<file path="config.mk">
export PLATFORM = sky130hd
export DESIGN_NAME = audio_clkgen
export DESIGN_NICKNAME = d
export VERILOG_FILES = /design/src/rtl/audio_clkgen_pkg.sv /design/src/rtl/aclk_bit_div.sv /design/src/rtl/aclk_frame_div.sv /design/src/rtl/aclk_edge_sync.sv /design/src/rtl/audio_clkgen.sv
export SDC_FILE = /design/constraint.sdc
export NUM_CORES = 1
export LEC_CHECK = 0
export BUFFER_PORTS_ARGS = -buffer_cell sky130_fd_sc_hd__buf_2
export CORE_UTILIZATION = 35
export CTS_CLUSTER_SIZE = 14
export DETAILED_ROUTE_END_ITERATION = 7
export PLACE_DENSITY_LB_ADDON = 0.15
export RECOVER_POWER = 100
export SKIP_LAST_GASP = 1
export SLEW_MARGIN = 20
export SYNTH_ARGS = -nofsm -noshare
export SYNTH_HDL_FRONTEND = slang
export SYNTH_SLANG_ARGS = --single-unit
</file>
<file path="constraint.sdc">
create_clock -name clk -period 3.19 [get_ports clk]
set_input_delay 0.1595 -clock clk [delete_from_list [all_inputs] [get_ports clk]]
set_output_delay 0.1595 -clock clk [all_outputs]
set_load 0.02 [all_outputs]
</file>
<file path="src/rtl/audio_clkgen_pkg.sv">
package audio_clkgen_pkg;
  typedef enum logic [1:0] {
    SHARE_OFF     = 2'd0,
    SHARE_RX_ON_TX = 2'd1,
    SHARE_TX_ON_RX = 2'd2,
    SHARE_OFF_ALT = 2'd3
  } share_e;
  localparam int unsigned SYNC_DEPTH = 2;
endpackage

</file>
<file path="src/rtl/aclk_bit_div.sv">
module aclk_bit_div #(
  parameter int unsigned DIV_W = 8
) (
  input  logic             clk,
  input  logic             rst_n,
  input  logic [DIV_W-1:0] div_cfg,
  input  logic             reload,
  output logic             bit_end,
  output logic             bypass,
  output logic             bclk_q
);
  logic [DIV_W-1:0] cnt, cnt_n, shd, shd_n;
  logic [DIV_W:0]   low_n;

  assign bit_end = (cnt == shd);
  assign bypass  = (shd == '0);

  always_comb begin
    if (!rst_n) begin
      cnt_n = '0;
      shd_n = div_cfg;
    end else if (bit_end) begin
      cnt_n = '0;
      shd_n = reload ? div_cfg : shd;
    end else begin
      cnt_n = cnt + 1'b1;
      shd_n = shd;
    end
    low_n = ({1'b0, shd_n} + (DIV_W+1)'(1)) >> 1;
  end

  always_ff @(posedge clk) begin
    cnt    <= cnt_n;
    shd    <= shd_n;
    bclk_q <= ({1'b0, cnt_n} >= low_n);
  end

  // a new period always opens with the low phase
  assert_low_after_end_R1: assert property (@(posedge clk) disable iff (!rst_n)
    (bit_end && !reload && shd != '0) |=> !bclk_q);
  // the master shadow only moves at a period end
  assert_mdiv_hold_R6: assert property (@(posedge clk) disable iff (!rst_n)
    !bit_end |=> $stable(shd));
endmodule

</file>
<file path="src/rtl/aclk_frame_div.sv">
module aclk_frame_div #(
  parameter int unsigned DIV_W = 8
) (
  input  logic             clk,
  input  logic             rst_n,
  input  logic [DIV_W-1:0] div_cfg,
  input  logic             step,
  output logic             frame_end,
  output logic             ws_q
);
  logic [DIV_W-1:0] cnt, cnt_n, shd, shd_n;
  logic [DIV_W:0]   half_n;

  assign frame_end = step && (cnt == shd);

  always_comb begin
    cnt_n = cnt;
    shd_n = shd;
    if (!rst_n) begin
      cnt_n = '0;
      shd_n = div_cfg;
    end else if (frame_end) begin
      cnt_n = '0;
      shd_n = div_cfg;
    end else if (step) begin
      cnt_n = cnt + 1'b1;
    end
    half_n = ({1'b0, shd_n} + (DIV_W+1)'(1)) >> 1;
  end

  always_ff @(posedge clk) begin
    cnt  <= cnt_n;
    shd  <= shd_n;
    ws_q <= ({1'b0, cnt_n} >= half_n);
  end

  // each frame starts in the low half
  assert_ws_low_at_start_R3: assert property (@(posedge clk) disable iff (!rst_n)
    (frame_end && div_cfg != '0) |=> !ws_q);
  // the frame shadow only moves at a wrap
  assert_fdiv_hold_R6: assert property (@(posedge clk) disable iff (!rst_n)
    !frame_end |=> $stable(shd));
endmodule

</file>
<file path="src/rtl/aclk_edge_sync.sv">
module aclk_edge_sync #(
  parameter int unsigned STAGES = 2
) (
  input  logic clk,
  input  logic rst_n,
  input  logic din,
  output logic level,
  output logic rise,
  output logic fall
);
  localparam int unsigned LEN = STAGES + 1;
  logic [LEN-1:0] pipe;

  always_ff @(posedge clk) begin
    if (!rst_n) pipe <= '0;
    else        pipe <= {pipe[LEN-2:0], din};
  end

  assign level = pipe[STAGES-1];
  assign rise  = pipe[STAGES-1] & ~pipe[STAGES];
  assign fall  = ~pipe[STAGES-1] & pipe[STAGES];

  // edge strobes last one cycle
  assert_rise_single_R8: assert property (@(posedge clk) disable iff (!rst_n)
    rise |=> !rise);
  assert_fall_single_R8: assert property (@(posedge clk) disable iff (!rst_n)
    fall |=> !fall);
endmodule

</file>
<file path="src/rtl/audio_clkgen.sv">
module audio_clkgen
  import audio_clkgen_pkg::*;
#(
  parameter int unsigned DIV_W = 8
) (
  input  logic             clk,
  input  logic             rst_n,
  input  logic [DIV_W-1:0] cfg_mdiv,
  input  logic [DIV_W-1:0] cfg_tx_div,
  input  logic [DIV_W-1:0] cfg_rx_div,
  input  logic             cfg_slave,
  input  logic             cfg_bclk_inv,
  input  logic [1:0]       cfg_share,
  input  logic             ext_bclk,
  input  logic             ext_tx_ws,
  input  logic             ext_rx_ws,
  output logic             bclk_o,
  output logic             tx_ws_o,
  output logic             rx_ws_o,
  output logic             clk_oe,
  output logic             bit_stb,
  output logic             tx_frame_stb,
  output logic             rx_frame_stb
);
  localparam int unsigned NPIN = 3;

  logic m_bit_end, m_bypass, m_bclk;
  logic m_tx_end, m_tx_ws, m_rx_end, m_rx_ws;
  logic [NPIN-1:0] pin_in, s_lvl, s_rise, s_fall;
  logic tx_ws_src, tx_end_src, rx_ws_src, rx_end_src;
  share_e share;

  aclk_bit_div #(.DIV_W(DIV_W)) u_bit (
    .clk(clk), .rst_n(rst_n), .div_cfg(cfg_mdiv), .reload(m_tx_end),
    .bit_end(m_bit_end), .bypass(m_bypass), .bclk_q(m_bclk));

  aclk_frame_div #(.DIV_W(DIV_W)) u_tx (
    .clk(clk), .rst_n(rst_n), .div_cfg(cfg_tx_div), .step(m_bit_end),
    .frame_end(m_tx_end), .ws_q(m_tx_ws));

  aclk_frame_div #(.DIV_W(DIV_W)) u_rx (
    .clk(clk), .rst_n(rst_n), .div_cfg(cfg_rx_div), .step(m_bit_end),
    .frame_end(m_rx_end), .ws_q(m_rx_ws));

  assign pin_in = {ext_rx_ws, ext_tx_ws, ext_bclk ^ cfg_bclk_inv};

  for (genvar g = 0; g < NPIN; g++) begin : g_sync
    aclk_edge_sync #(.STAGES(SYNC_DEPTH)) u_sync (
      .clk(clk), .rst_n(rst_n), .din(pin_in[g]),
      .level(s_lvl[g]), .rise(s_rise[g]), .fall(s_fall[g]));
  end

  assign share      = share_e'(cfg_share);
  assign tx_ws_src  = cfg_slave ? s_lvl[1]  : m_tx_ws;
  assign tx_end_src = cfg_slave ? s_fall[1] : m_tx_end;
  assign rx_ws_src  = cfg_slave ? s_lvl[2]  : m_rx_ws;
  assign rx_end_src = cfg_slave ? s_fall[2] : m_rx_end;

  always_comb begin
    tx_ws_o      = tx_ws_src;
    tx_frame_stb = tx_end_src;
    rx_ws_o      = rx_ws_src;
    rx_frame_stb = rx_end_src;
    case (share)
      SHARE_RX_ON_TX: begin
        rx_ws_o      = tx_ws_src;
        rx_frame_stb = tx_end_src;
      end
      SHARE_TX_ON_RX: begin
        tx_ws_o      = rx_ws_src;
        tx_frame_stb = rx_end_src;
      end
      default: ;
    endcase
  end

  assign bclk_o  = cfg_slave ? s_lvl[0]
                 : ((m_bypass ? clk : m_bclk) ^ cfg_bclk_inv);
  assign bit_stb = cfg_slave ? s_rise[0] : m_bit_end;
  assign clk_oe  = ~cfg_slave;

  // in master mode a frame end always lands on a bit end
  assert_frame_on_bit_R3: assert property (@(posedge clk) disable iff (!rst_n)
    (!cfg_slave && m_tx_end) |-> bit_stb);
endmodule

</file>
==> impl_results.md, run 1 <==
- Most area-hungry cell type in the Yosys netlist: dfxtp_1
- Clock Skews: approximately 0.0099 ns
- Unique masters post-synth: 38
- WP data arrival: about 3.5 ns
- Area post-placement: about 4500 µm²
- Sequential share of the synthesized area: 0.3156
- VDD IR max: between 0.2 and 0.25 mV
- Leakage power: 2.248 nW
- Syn_area_per_cell: roughly 8.8 µm²
- Multi-input logic area: between 2000 and 3000 µm²
- Post-synthesis compound-gate area fraction: 0.06870
- Die width: 106.3 µm
- Fmax: roughly 310 MHz
- Total wire length: 9.236 mm
- Area Growth Syn to Fin: 34.94%
- Crit-path max cell delay: about 0.36 ns
- Combinational share of power: 0.198
- Hold Slack: between 0.009 and 0.01 ns
- Worst slew pin tran: 0.3373 ns
- 1st-iter DRT viols: between 100 and 150
- Fin. max-slew vios: 0
- Initial antenna violation count: 0
- Share of cells above drive strength 1: 0.2762
- Seq pwr share: 0.369
- Syn_nets: a little under 500
- Initial core utilization: 0.3654
- Vias per cell: ~4.8
- Worst endpoint required time: roughly 3.5 ns
- Sequential cell area: about 1200 µm²
- First-pass GRT wire length: 15.54 mm
- CTS tree: yes
- Slew HR: 0.7730
- Die area: approximately 11000 µm²
- Power Density: 435.1 nW/µm²
- Power Internal: roughly 0.0017 W
- N_diodes: 0
- Largest cells by area after synthesis: dfxtp_1 32%, xor2_1 13%, ha_1 9.9%
- Drt drc: 0
- Failing checks: negative setup slack
- Cell row count: 37
- NetSw: between 0.0005 and 0.0006 W
- Dominant synthesized flop cell: dfxtp_1
- Worst-path cell chain: xor2_1 > nor4_2 > nand4_1 > nand2_2 > buf_6 > mux2_4 > ha_4 > and3_4 > and3_4 > xnor2_2 > nand2_1 > o21ai_1 > ha_1 > o21ai_1 > a21oi_1 > o41a_1
- Crit-path slowest cell: nor4_2
- WL/cell: between 10 and 15 µm
- Post-synthesis cell area: roughly 3800 µm²
- Status: complete, but fails checks
- CP Capture Type: register
- # nets final: 612
- RD Place Congestion: approximately 0.8
- Io pins: 40
- Simple-gate share of the synthesized area: 0.2140
- Main combinational cell family by area after synthesis: simple AND/OR/NAND/NOR gates
- Synth Area in XOR/XNOR: 0.1795
- Yosys warns: 0
- Design Area, Final: ~5100 µm²
- Vias: approximately 3300
- Final Total Pwr: around 0.0022 W
- EDFF count, synth: 0
- Die H: roughly 110 µm
- Synth async-reset ratio: 0
- Mux share of post-synthesis cell area: 0.09270
- Gr ovfl total: 0
- Share of the synthesized area in the top cell type: 0.3156
- Endpoints failing setup: 1
- Yosys reg bits: 60
- Clock Power Share: 0.433
- Pre-CTS setup slack: -0.1778 ns
- Most frequent cells in the layout: 58 x dfxtp_1, 58 x buf_4, 55 x xor2_1
- Tmin final: around 3.2 ns
- Post-synthesis adder-cell area fraction: 0.09862
- Hold crit path type: input pin to register
- Vias in the first global route: roughly 3300
- Mapped Cells: 431
- Clock Latency Late Sink: 0.45 ns
- Maxcap violations: 0
- Fill count: 1020
- # port buffers: 39
- Clock transition at path regs: 0.07 ns
- Maximum fanout along the worst path: 4
- DR pass1 iterations: 4
- Post-route ant nets: 0
- Min setup slack post-route: -0.01368 ns
- Crit Path Class: register to register
- Largest net degree at the start of global routing: 25
- Hold Vio Cnt, Final: 0
- Switching share of power: 0.2538
- RSZ-0062 raised after global routing: true
- Period utilization: 1.004
- DPL Wire Length: 7.079 mm
- Core footprint: 10420 µm²
- CP Launch Type: register
- GRT Overall Usage: 0.1800
-- logic make-up (layout without fill, tap and decap cells) --
kind of cell	Yosys count	in the layout
flip-flops	60	60
buffers and inverters	20	143
multiplexers	29	29
AND/OR/NAND/NOR	170	170
XOR/XNOR	78	78
AO/OA/AOI/OAI	44	44
adder cells (fa/ha/maj)	30	30
-- critical path: cells and delay by family (launching register included) --
| kind | cells | cell delay (ns) |
|---|---|---|
| compound gates | 4 | 0.51 |
| xor+xnor | 2 | 0.28 |
| fa+ha+maj | 2 | 0.46 |
| buf+inv | 1 | 0.13 |
| flops | 1 | 0.33 |
| mux | 1 | 0.31 |
| simple gates | 6 | 1.07 |
-- final cells by class --
class / count / share of cell area
flip-flops and latches: 60 / 0.2343
inverters: 4 / 0.002923
clock inverters: 4 / 0.01851
clock buffers: 16 / 0.03922
repair buffers: 119 / 0.1666
well taps: 136 / 0.03313
multi-input cells: 351 / 0.5052
-- flip-flops by register name, summed over array words and instances (netlist names) --
name / count
g_sync.u_sync.pipe: 9
u_bit.cnt: 8
u_rx.cnt: 8
u_tx.ws_q: 1
u_rx.ws_q: 1
u_bit.shd: 8
u_bit.bclk_q: 1
u_tx.cnt: 8
u_tx.shd: 8
u_rx.shd: 8
-- worst paths after layout --
path	startpoint	to	slack [ns]	cells past startpoint
setup reg to reg	u_bit.shd[5]$_DFF_P_	u_tx.ws_q$_DFF_P_	-0.01	16
hold / removal	cfg_rx_div[1]	u_rx.shd[1]$_DFF_P_	0.01	2
setup / recovery	u_bit.shd[5]$_DFF_P_	u_tx.ws_q$_DFF_P_	-0.01	16
hold reg to reg	g_sync[2].u_sync.pipe[0]$_SDFF_PN0_	g_sync[2].u_sync.pipe[1]$_SDFF_PN0_	0.43	1
-- Yosys cell counts (6+ instances only) --
cell and n:
and3_1 10, nand2_1 39, dfxtp_1 60, nor2_1 52, a21oi_1 16, ha_1 30, clkbuf_1 6, nand3_1 23
nand4_1 10, xnor2_1 23, o21ai_0 15, mux2_1 9, and2_1 10, mux2_2 13, xor2_1 55, nor3_1 6
nor4_1 6
-- through the flow --
stage / util / TNS (ns) / std cells
floorplan: - / -0.05081 / 431
global placement: 0.4336 / -0.3268 / 646
detailed placement: 0.4336 / -0.3133 / 646
CTS: 0.4891 / -0.06736 / 688
global route: 0.4931 / -0.5097 / 690
finish: 0.4931 / -0.01368 / 690
-- per-layer routing --
| layer | GRT usage | part of all wire |
|---|---|---|
| met3 | 0.04844 | 0.043 |
| met5 | 0 | 0 |
| met4 | 0.1052 | 0.027 |
| met2 | 0.2820 | 0.45 |
| met1 | 0.2209 | 0.48 |
-- power groups by stage --
stage	Clock [W]	Combinational, W	Sequential [W]
2_1_floorplan	0.00000351	0.000241	0.000843
3_3_place_gp	0.00000439	0.000390	0.000840
3_5_place_dp	0.00000438	0.000393	0.000840
4_1_cts	0.000996	0.000434	0.000824
5_1_grt	0.00103	0.000491	0.000829
6_report	0.000969	0.000443	0.000824
-- timing repair --
item | CTS | global route
endpoints found under the setup margin | 3 | 3
hold endpoints to repair | 21 | 0
pin swaps | 5 | 10
cloned | 0 | 0
hold buffers | 21 | 0
setup buffers | 2 | 2
gates resized for setup | 15 | 8
(Power assumes the default switching activity.)
==> inputs of run 2 (changes only) <==
--- a/config.mk
+++ b/config.mk
@@ -11,6 +11,7 @@
 export DETAILED_ROUTE_END_ITERATION = 7
 export PLACE_DENSITY_LB_ADDON = 0.15
 export RECOVER_POWER = 100
+export SETUP_SLACK_MARGIN = 0.3
 export SKIP_LAST_GASP = 1
 export SLEW_MARGIN = 20
 export SYNTH_ARGS = -nofsm -noshare
==> impl_results.md, run 2 (same netlist as run 1, synthesis figures left out) <==
- Endpoints failing setup: 0
- WP data arrival: 3.48 ns
- Sequential cell area: 1212 µm²
- Final core utilization: 0.4907
- Share of cells above drive strength 1: 0.2982
- Worst endpoint required time: around 3.5 ns
- Status: complete, no violations
- Leakage power: between 2 and 2.5 nW
- Max reg flops: 9
- Die width: 106.3 µm
- Hold Vio Cnt, Final: 0
- Final Total Pwr: 0.001984 W
- Die H: 106.3 µm
- Min setup slack post-route: approximately 0.034 ns
- Crit Path Class: register to register
- Cell row count: 37
- WL/cell: 13.73 µm
- Core footprint: around 10000 µm²
- Top reg by flops: g_sync.u_sync.pipe
- Maximum fanout along the worst path: 3
- Tmin final: roughly 3.2 ns
- Fmax: 316.9 MHz
- Maxcap violations: 0
- DR pass1 iterations: 4
- Vias in the first global route: 3404
- RD Place Congestion: around 0.83
- Initial antenna violation count: 0
- Most common cell after layout, fill and taps aside: dfxtp_1
- Fin. max-slew vios: 0
- Vias: 3312
- VDD IR max: approximately 0.3 mV
- 1st-iter DRT viols: 96
- Period utilization: 0.9893
- Gr ovfl total: 0
- Hold crit path type: input pin to register
- Drt drc: 0
- # port buffers: 39
- Area Growth Syn to Fin: 34.29%
- GRT Overall Usage: 0.1827
- CP Capture Type: register
- Initial core utilization: 0.3654
- Slew HR: 0.6191
- Clock Latency Late Sink: ~0.44 ns
- Multi-input logic area: around 2600 µm²
- Power Density: 388.2 nW/µm²
- Post-route ant nets: 0
- Pre-CTS setup slack: -0.03142 ns
- First-pass GRT wire length: about 16 mm
- # nets final: between 600 and 700
- RSZ-0062 raised after global routing: true
- Design Area, Final: just over 5000 µm²
- CTS tree: yes
- Total wire length: roughly 9.4 mm
- Io pins: 40
- Clock transition at path regs: 0.06 ns
- Area post-placement: 4484 µm²
- Clock Skews: 0.006302 ns
- Worst slew pin tran: between 0.5 and 0.6 ns
- CP Launch Type: register
- Largest net degree at the start of global routing: 26
- N_diodes: 0
- Die area: about 11000 µm²
- DPL Wire Length: between 7 and 8 mm
- Fill count: roughly 1100
- Most frequent cells in the layout: 55 x dfxtp_1, 54 x buf_4, 53 x xor2_1
- Vias per cell: 4.828
[run 2: cell types whose count changed in the layout (fill, tap and decap cells not counted), sizes merged]
cell,delta
dlygate4sd3,-5
bufinv,-3
buf,+2
clkbuf,+1
clkinv,+1
[run 2: where the power goes]
| part | switching (W) | leakage [nW] | internal [W] |
|---|---|---|---|
| Sequential | 0.0000375 | 0.496 | 0.000792 |
| Clock | 0.000309 | 0.130 | 0.000400 |
| Combinational | 0.000212 | 1.59 | 0.000235 |
| Total | 0.000558 | 2.22 | 0.00143 |
[run 2: through the flow]
step	cells	setup TNS, ns	hold slack [ns]
after CTS	682	0	0.001468
after floorplan	431	-0.05031	0.2868
final	686	0	0.01567
after detailed placement	638	-0.03142	0.3753
after global placement	638	-0.04697	0.3720
after global routing	686	-0.3017	0.003334
[run 2: final cells by class]
cell class / instances / share of cell area
multi-input cells: 351 / 0.5182
flip-flops and latches: 60 / 0.2372
repair buffers: 116 / 0.1662
clock buffers: 17 / 0.04015
well taps: 136 / 0.03329
inverters: 4 / 0.002938
clock inverters: 2 / 0.001958
[run 2: path summary, 6_finish.rpt]
path / from / endpoint / slack (ns) / depth (start not counted)
worst max register to register: u_bit.cnt[6]$_DFF_P_ / u_tx.ws_q$_DFF_P_ / 0.03 / 16
worst min-delay path: cfg_tx_div[1] / u_tx.shd[1]$_DFF_P_ / 0.02 / 2
worst min register to register: g_sync[1].u_sync.pipe[0]$_SDFF_PN0_ / g_sync[1].u_sync.pipe[1]$_SDFF_PN0_ / 0.43 / 1
worst max-delay path: u_bit.cnt[6]$_DFF_P_ / u_tx.ws_q$_DFF_P_ / 0.03 / 16
[run 2: worst max-delay path, stage by stage (launching register included)]
cell and delay, ns:
dfxtp_4 0.36, xor2_2 0.17, nor4_2 0.34, nand4_1 0.19, nand2_2 0.12, buf_6 0.11, mux2_4 0.31, ha_4 0.17
and3_4 0.15, and3_4 0.15, xnor2_2 0.12, nand2_1 0.05, o21ai_1 0.07, ha_1 0.28, o21ai_1 0.07, a21oi_1 0.05
o41a_1 0.31
[run 2: what timing repair did]
item | CTS | global route
pin swaps | 12 | 13
endpoints found under the hold margin | 16 | 0
gates resized for setup | 12 | 28
setup buffers | 10 | 4
hold buffers | 16 | 0
endpoints found under the setup margin | 3 | 5
[run 2: metal layers]
metal,vias to the layer above,global-route usage,part of all wire
li1,1718,-,-
met1,1505,0.2224,0.49
met2,74,0.3024,0.46
met3,15,0.04721,0.038
met4,0,0.07937,0.020
met5,-,0,0
==> inputs of run 3 (changes only) <==
--- a/config.mk
+++ b/config.mk
@@ -6,9 +6,10 @@
 export NUM_CORES = 1
 export LEC_CHECK = 0
 export BUFFER_PORTS_ARGS = -buffer_cell sky130_fd_sc_hd__buf_2
-export CORE_UTILIZATION = 35
+export CORE_UTILIZATION = 54
 export CTS_CLUSTER_SIZE = 14
 export DETAILED_ROUTE_END_ITERATION = 7
+export HOLD_SLACK_MARGIN = 0.12
 export PLACE_DENSITY_LB_ADDON = 0.15
 export RECOVER_POWER = 100
 export SETUP_SLACK_MARGIN = 0.3
==> impl_results.md, run 3 (same netlist as run 1, synthesis figures left out) <==
- Crit path from: u_bit.shd[5]$_DFF_P_
- Vias per cell: around 5.3
- Initial antenna violation count: 0
- Leakage power: about 2.2 nW
- Clock Latency Late Sink: 0.44 ns
- Tmin final: around 3.2 ns
- RSZ-0062 raised after global routing: true
- Status: complete, no violations
- Crit Path Class: register to register
- Clock Skews: between 0.009 and 0.01 ns
- WL/cell: ~15 µm
- Die area: between 7000 and 8000 µm²
- Initial core utilization: 0.5602
- Sequential cell area: about 1200 µm²
- Final Total Pwr: 0.002107 W
- Die H: roughly 86 µm
- Crit-path slowest cell: mux2_2
- Area Growth Syn to Fin: 35.08%
- CP Capture Type: register
- Total wire length: 9.516 mm
- Slew HR: 0.7174
- Worst-path cell chain: xor2_1 > nor4_4 > nand4_1 > nand2_4 > mux2_2 > ha_4 > and3_4 > and3_4 > xnor2_2 > nand2_1 > o21ai_1 > ha_1 > o21ai_1 > a21oi_1 > o41a_1
- GRT Overall Usage: 0.2711
- Worst endpoint required time: about 3.5 ns
- Fmax: approximately 320 MHz
- Largest net degree at the start of global routing: 26
- Maximum fanout along the worst path: 7
- DR pass1 iterations: 4
- Fill count: roughly 510
- Worst Setup EP: u_tx.ws_q$_DFF_P_
- Hold crit path type: input pin to register
- Io pins: 40
- # port buffers: 39
- Hold Slack: between 0.15 and 0.2 ns
- WP data arrival: approximately 3.5 ns
- Vias: approximately 3400
- Clock transition at path regs: roughly 0.070 ns
- Power Density: about 400 nW/µm²
- Reg2reg setup slack: just over 0.02 ns
- # nets final: just over 600
- CP Launch Type: register
- First-pass GRT wire length: roughly 15 mm
- Top reg by flops: g_sync.u_sync.pipe
- Hold Vio Cnt, Final: 0
- Worst slew pin tran: around 0.42 ns
- Core footprint: 6794 µm²
- Gr ovfl total: 0
- Worst r2r src: u_bit.shd[5]$_DFF_P_
- Cell row count: 30
- Crit-path max cell delay: 0.38 ns
- Share of cells above drive strength 1: 0.2740
- N_diodes: 0
- Endpoints failing setup: 0
- 1st-iter DRT viols: 220
- VDD IR max: slightly below 0.4 mV
- Die width: between 80 and 90 µm
- Fin. max-slew vios: 0
- Drt drc: 0
- RD Place Congestion: 1.009
- Post-route ant nets: 0
- Most frequent cells in the layout: 55 x xor2_1, 55 x dfxtp_1, 51 x nor2_1
- DPL Wire Length: 6.801 mm
- FF-to-FF path depth: 15
- Period utilization: 0.9936
- Vias in the first global route: roughly 3400
- Maxcap violations: 0
- Worst r2r dst: u_tx.ws_q$_DFF_P_
- CTS tree: yes
- Max reg flops: 9
- Multi-input logic area: approximately 2700 µm²
## run 3: metal layers
| layer | routed length [µm] | vias to the layer above | track usage |
|---|---|---|---|
| li1 | - | 1722 | - |
| met1 | 4227 | 1592 | 0.3246 |
| met2 | 4644 | 96 | 0.4452 |
| met3 | 403 | 17 | 0.07603 |
| met4 | 240 | 0 | 0.1348 |
| met5 | 0 | - | 0 |
## run 3: power breakdown
group | internal [W] | switching [W] | total (W)
logic | 0.000253 | 0.000224 | 0.000477
clock network | 0.000482 | 0.000319 | 0.000801
registers | 0.000792 | 0.0000360 | 0.000828
## run 3: layout make-up
cell class / instances / share of cell area
clock buffer: 16 / 0.03918
inverter: 4 / 0.002920
clock inverter: 4 / 0.009248
tap: 96 / 0.02336
timing repair buffer: 116 / 0.1701
multi-input combinational: 351 / 0.5203
sequential: 60 / 0.2349
## run 3: repair_timing
| item | CTS | global route |
|---|---|---|
| pin swaps | 4 | 14 |
| hold buffers | 28 | 0 |
| resized for setup | 6 | 27 |
| hold endpoints to repair | 27 | 0 |
| setup buffers | 0 | 8 |
| endpoints found under the setup margin | 3 | 3 |
| cloned | 0 | 1 |
## run 3: critical path: cells and delay by family, from the launching register on
kind / cells / cell delay, ns
xor gates and xnor gates: 2 / 0.30
and+or+nand+nor: 6 / 1.10
AOI/OAI and AO/OA: 4 / 0.49
adders and majority gates: 2 / 0.46
muxes: 1 / 0.38
DFF: 1 / 0.33
## run 3: metrics by stage
| step | setup TNS (ns) | utilization | cells | setup slack (ns) | cell area, µm² |
|---|---|---|---|---|---|
| final | 0 | 0.7567 | 647 | 0.02036 | 5141 |
| after global routing | -0.4127 | 0.7567 | 647 | -0.1571 | 5141 |
| after CTS | -0.02346 | 0.7269 | 638 | -0.01387 | 4938 |
| after detailed placement | -0.1199 | 0.6468 | 591 | -0.06031 | 4394 |
| after global placement | 0 | 0.6468 | 591 | 0.01772 | 4394 |
| after floorplan | -0.05031 | - | 431 | -0.05031 | 3879 |
## run 3: worst min path at each step
stage / from / endpoint / slack [ns] / depth (start not counted)
global placement: ext_tx_ws / g_sync[1].u_sync.pipe[0]$_SDFF_PN0_ / 0.37 / 2
detailed placement: ext_rx_ws / g_sync[2].u_sync.pipe[0]$_SDFF_PN0_ / 0.37 / 2
floorplan: ext_tx_ws / g_sync[1].u_sync.pipe[0]$_SDFF_PN0_ / 0.29 / 1
finish: rst_n / u_tx.shd[0]$_DFF_P_ / 0.18 / 3
global route: rst_n / u_tx.shd[0]$_DFF_P_ / 0.16 / 3
CTS: rst_n / g_sync[0].u_sync.pipe[0]$_SDFF_PN0_ / 0.18 / 3
